**config.mk**
```make
export PLATFORM = sky130hd
export DESIGN_NAME = boot_entry_top
export DESIGN_NICKNAME = d
export VERILOG_FILES = /design/src/rtl/boot_entry_pkg.sv /design/src/rtl/boot_entry_ctrl.sv /design/src/rtl/boot_entry_dp.sv /design/src/rtl/boot_entry_top.sv
export SDC_FILE = /design/constraint.sdc
export NUM_CORES = 1
export LEC_CHECK = 0
export ABC_AREA = 1
export BUFFER_PORTS_ARGS = -buffer_cell sky130_fd_sc_hd__buf_4
export CORE_AREA = 4 4 41 43
export CTS_CLUSTER_DIAMETER = 150
export DETAILED_ROUTE_END_ITERATION = 7
export DIE_AREA = 0 0 45 47
export MAX_ROUTING_LAYER = met4
export SLEW_MARGIN = 10
export SYNTH_ARGS = -nofsm -noshare
export SYNTH_HDL_FRONTEND = slang
export SYNTH_SLANG_ARGS = --single-unit
```
**constraint.sdc**
```tcl
create_clock -name clk -period 1.35 [get_ports clk]
set_clock_uncertainty 0.1 [all_clocks]
set_input_delay 0.0675 -clock clk [delete_from_list [all_inputs] [get_ports clk]]
set_output_delay 0.0675 -clock clk [all_outputs]
set_load 0.01 [all_outputs]
```
**src/rtl/boot_entry_pkg.sv**
```systemverilog
package boot_entry_pkg;

  localparam int MODE_W = 2;

  // Strobes from control to datapath, valid for one clock.
  typedef struct packed {
    logic forceRun;   // override set: drop bootstrap, ignore strap
    logic evalPins;   // act on the current strap code this edge
  } ctrlStrobes_t;

endpackage

```
**src/rtl/boot_entry_ctrl.sv**
```systemverilog
module boot_entry_ctrl #(
  parameter int PC_W       = 16,
  parameter int ALIGN_BITS = 4,
  parameter int CTRL_W     = 8,
  parameter int OVR_BIT    = 7
) (
  input  logic                        clk,
  input  logic                        rstN,
  input  logic [PC_W-1:0]             pc,
  input  logic                        ctrlWrEn,
  input  logic [CTRL_W-1:0]           ctrlWrData,
  input  logic                        romRestart,
  input  logic                        bootActive,
  output boot_entry_pkg::ctrlStrobes_t strobes
);

  logic keepRun;
  logic initDone;
  logic pcAligned;

  // Alignment detector: a zero-width window means every PC is a sample point.
  generate
    if (ALIGN_BITS == 0) begin : g_noAlign
      assign pcAligned = 1'b1;
    end else begin : g_align
      localparam int AW = ALIGN_BITS;
      assign pcAligned = (pc[AW-1:0] == '0);
    end
  endgenerate

  always_ff @(posedge clk or negedge rstN) begin
    if (!rstN) begin
      keepRun  <= 1'b0;
      initDone <= 1'b0;
    end else begin
      initDone <= 1'b1;
      if (ctrlWrEn) keepRun <= ctrlWrData[OVR_BIT];
    end
  end

  always_comb begin
    strobes.forceRun = keepRun;
    strobes.evalPins = 1'b0;
    if (!keepRun) begin
      if (!initDone)       strobes.evalPins = 1'b1;
      else if (bootActive) strobes.evalPins = romRestart;
      else                 strobes.evalPins = pcAligned;
    end
  end

endmodule

```
**src/rtl/boot_entry_dp.sv**
```systemverilog
module boot_entry_dp
  import boot_entry_pkg::*;
(
  input  logic              clk,
  input  logic              rstN,
  input  logic [MODE_W-1:0] modePins,
  input  ctrlStrobes_t      strobes,
  output logic              bootActive,
  output logic [MODE_W-1:0] bootSrc,
  output logic              fetchInhibit,
  output logic              secureErase
);

  logic activeQ, inhibitQ, eraseQ;
  logic [MODE_W-1:0] srcQ;
  logic wantBoot;

  assign wantBoot = |modePins;

  always_ff @(posedge clk or negedge rstN) begin
    if (!rstN) begin
      activeQ  <= 1'b0;
      inhibitQ <= 1'b0;
      eraseQ   <= 1'b0;
      srcQ     <= '0;
    end else if (strobes.forceRun) begin
      activeQ  <= 1'b0;
      inhibitQ <= 1'b0;
      eraseQ   <= 1'b0;
      srcQ     <= '0;
    end else if (strobes.evalPins) begin
      activeQ  <= wantBoot;
      inhibitQ <= wantBoot;
      eraseQ   <= wantBoot && !activeQ;
      srcQ     <= modePins;
    end else begin
      eraseQ   <= 1'b0;
    end
  end

  assign bootActive   = activeQ;
  assign bootSrc      = srcQ;
  assign fetchInhibit = inhibitQ;
  assign secureErase  = eraseQ;

endmodule

```
**src/rtl/boot_entry_top.sv**
```systemverilog
module boot_entry_top
  import boot_entry_pkg::*;
#(
  parameter int PC_W       = 16,
  parameter int ALIGN_BITS = 4,
  parameter int CTRL_W     = 8,
  parameter int OVR_BIT    = 7
) (
  input  logic              clk,
  input  logic              rstN,
  input  logic [1:0]        modePins,
  input  logic [PC_W-1:0]   pc,
  input  logic              ctrlWrEn,
  input  logic [CTRL_W-1:0] ctrlWrData,
  input  logic              romRestart,
  output logic              bootActive,
  output logic [1:0]        bootSrc,
  output logic              fetchInhibit,
  output logic              secureErase
);

  ctrlStrobes_t strobes;

  boot_entry_ctrl #(
    .PC_W(PC_W), .ALIGN_BITS(ALIGN_BITS), .CTRL_W(CTRL_W), .OVR_BIT(OVR_BIT)
  ) i_ctrl (
    .clk        (clk),
    .rstN       (rstN),
    .pc         (pc),
    .ctrlWrEn   (ctrlWrEn),
    .ctrlWrData (ctrlWrData),
    .romRestart (romRestart),
    .bootActive (bootActive),
    .strobes    (strobes)
  );

  boot_entry_dp i_dp (
    .clk          (clk),
    .rstN         (rstN),
    .modePins     (modePins),
    .strobes      (strobes),
    .bootActive   (bootActive),
    .bootSrc      (bootSrc),
    .fetchInhibit (fetchInhibit),
    .secureErase  (secureErase)
  );

endmodule

```
==> impl_metrics.json <==
{
  "status": "completed",
  "die_area_um2": 2120,
  "synth.avg_cell_area_um2": 8.80,
  "vias": 285,
  "grt_max_degree": 7,
  "cp-startpoint": "i_dp.bootActive$_DFFE_PN0P_",
  "cts_max_level": 1,
  "num_rows": 13,
  "synthCells": 33,
  "crit_buf_inv": 0,
  "synth_flop_cell": "dfrtp_1",
  "ys_top_cells_by_area": "dfrtp_1 52%, nand2_1 7.8%, inv_1 6.5%",
  "synth.cells.most_frequent": "6 x dfrtp_1, 6 x nand2_1, 5 x inv_1",
  "chipHeight_um": 47,
  "switching_power_w": 0.000129,
  "reg2reg_depth": 4,
  "synthXorXnorAreaFrac_pct": 0,
  "p_leak_nw": 0.247,
  "slew_violations": 0,
  "start_util_pct": 22.3,
  "grt_pass1_vias": 266,
  "place_hpwl_um": 513,
  "syn_area_um2": 290,
  "fin_crit_ns": 1.15,
  "seqPwrFrac_pct": 43.4,
  "drv_cap": 0,
  "vdd_drop_max_uv": 474,
  "cp-start-kind": "register",
  "post_cts.repair.setup_buffers": 0,
  "clk_transition_reported_paths_ns": 0.04,
  "holdBufCountCts": 3,
  "fp.dieW_um": 45,
  "fin_nets": 85,
  "synthSimpleGateAreaFrac_pct": 26.7,
  "finalCritPeriodShare_pct": 85.4,
  "p_sw_share_pct": 26.3,
  "crit_fanout": 5,
  "drtAntennaViolNets": 0,
  "insertedDiodeCount": 0,
  "root_buffer": "clkbuf_4",
  "layout-drive-gt1-share_pct": 45.3,
  "place.gp.congestion": 0.795,
  "instances_no_fill": 68,
  "hold_viol_final": 0,
  "rsz0062_at_grt": "no",
  "hold_depth": 4,
  "drc_errors": 0,
  "clkPwrFrac_pct": 33.1,
  "min_path_type": "primary input to register",
  "critPathMaxStageDelay_ns": 0.43,
  "final-setup-viol-count": 0,
  "crit_required_ns": 1.38,
  "dp_cells": 62,
  "synth_fa_ha_area_share_pct": 0,
  "crit_type": "register to register",
  "ys_warn_count": 0,
  "power_density_nw_per_um2": 1050,
  "p_int_w": 0.000362,
  "area_growth_pct": 60.8,
  "cts_buffers": 3,
  "holdWs_ns": 0.0413,
  "critPathTopFamily": "flip-flops",
  "cts_tree": "built",
  "synth_top_family_by_area": "simple AND/OR/NAND/NOR gates",
  "place_area_um2": 414,
  "synth-edff-count": 0,
  "setup_tns_ns": 0,
  "clk_latency_ns": 0.25,
  "dr.pass1.iters": 2,
  "vias_per_cell": 4.19,
  "reg2reg_from": "i_dp.bootActive$_DFFE_PN0P_",
  "path_common_cell": "nand2_1",
  "antenna_found_initial": 0,
  "grt_usage_pct": 7.73,
  "port_buffers": 15,
  "netlist.area_leader.share_pct": 51.7,
  "ys_ff_latch": 6,
  "ys_async_sr_fraction_pct": 100,
  "grt-ovfl-total": 0,
  "wl_um": 634,
  "worst-path-stages": 4,
  "synth_seq_area_share_pct": 51.7,
  "coreArea_um2": 1300,
  "crit_path_cell_trace": "a21oi_2, nand2_2, nand2_1, nand2_1",
  "postCtsResizedCells": 0,
  "synth_compound_area_share_pct": 11.2,
  "fmax_mhz": 868,
  "worst_ep_arrival_time_ns": 1.18,
  "comb_power_share_pct": 23.5,
  "clock_sinks": 6,
  "drt-initial-drc-count": 3,
  "worst_setup_path_end_kind": "register",
  "cp_slowest_cell": "dfrtp_1",
  "ioPinCount": 35,
  "wl_per_cell_um": 9.32,
  "synth.mux.area_fraction_pct": 0,
  "nFillCells": 142,
  "stdcell_area_um2": 467,
  "yosys.area.top_type": "dfrtp_1",
  "min-delay-start": "pc[2]",
  "grt_pass1_wl_um": 1030,
  "synth_fp_nets": 63,
  "cts_buffer_depth": 2,
  "yosysUniqueCellTypes": 14
}
-- cell usage in the layout (no fill, tap or decap), drive strengths merged --
master and n:
buf 15, nand2 7, dfrtp 6, inv 5
nor2 4, nand4 3, clkbuf 3, dlygate4sd3 3
o21ai 3, a21oi 2, nand3 1, conb 1
-- registers in the layout, indices dropped and copies added, names as in the netlist --
name / count
i_dp.secureErase: 1
i_ctrl.keepRun: 1
i_ctrl.initDone: 1
i_dp.bootSrc: 2
i_dp.bootActive: 1
-- cells by family after synthesis --
kind of cell / after synthesis
AND/OR/NAND/NOR: 15
other: 1
flip-flops: 6
AO/OA/AOI/OAI: 5
buffers and inverters: 6
-- layer usage --
layer | wire length [um] | vias up | global-route usage, %
met5 | 0 | - | -
met4 | 12 | 0 | 5.26
met3 | 83 | 2 | 5.75
met2 | 298 | 14 | 11.0
met1 | 240 | 123 | 7.21
li1 | - | 146 | -
-- power groups by stage --
stage | Clock, W | Sequential, W | Combinational, W
2_1_floorplan | 0 | 0.000221 | 0.0000478
3_3_place_gp | 0 | 0.000216 | 0.000109
3_5_place_dp | 0 | 0.000216 | 0.000111
4_1_cts | 0.000170 | 0.000214 | 0.000118
5_1_grt | 0.000180 | 0.000217 | 0.000129
6_report | 0.000162 | 0.000213 | 0.000116
-- worst register-to-register path, cell delays in order (launching register included) --
cell	delay, ns
dfrtp_1	0.43
a21oi_2	0.27
nand2_2	0.11
nand2_1	0.07
nand2_1	0.06
-- stage by stage --
step | setup WS (ns) | util, % | power, W
detailed placement | 0.192 | 31.8 | 0.000327
floorplan | 0.272 | - | 0.000269
CTS | 0.184 | 35.9 | 0.000501
global route | 0.0966 | 35.9 | 0.000525
finish | 0.197 | 35.9 | 0.000491
global placement | 0.213 | 31.8 | 0.000325
-- final cells by class --
| class | count | area [um2] | area share [%] |
|---|---|---|---|
| Sequential cell | 6 | 150 | 32.2 |
| Inverter | 5 | 18.8 | 4.02 |
| Clock buffer | 3 | 22.5 | 4.83 |
| Multi-Input combinational cell | 21 | 114 | 24.4 |
| Timing Repair Buffer | 18 | 143 | 30.6 |
| Tap cell | 15 | 18.8 | 4.02 |
-- final timing paths --
path	to	slack (ns)
min in group asynchronous	i_ctrl.initDone$_DFF_PN0_	0.05
setup reg to reg	i_dp.bootSrc[1]$_DFFE_PN0P_	0.20
hold / removal	i_dp.secureErase$_DFF_PN0_	0.04
hold reg to reg	i_dp.bootSrc[0]$_DFFE_PN0P_	0.42
setup / recovery	i_dp.bootSrc[1]$_DFFE_PN0P_	0.20
max in group asynchronous	i_dp.bootSrc[0]$_DFFE_PN0P_	0.98
(Power assumes the default switching activity.)
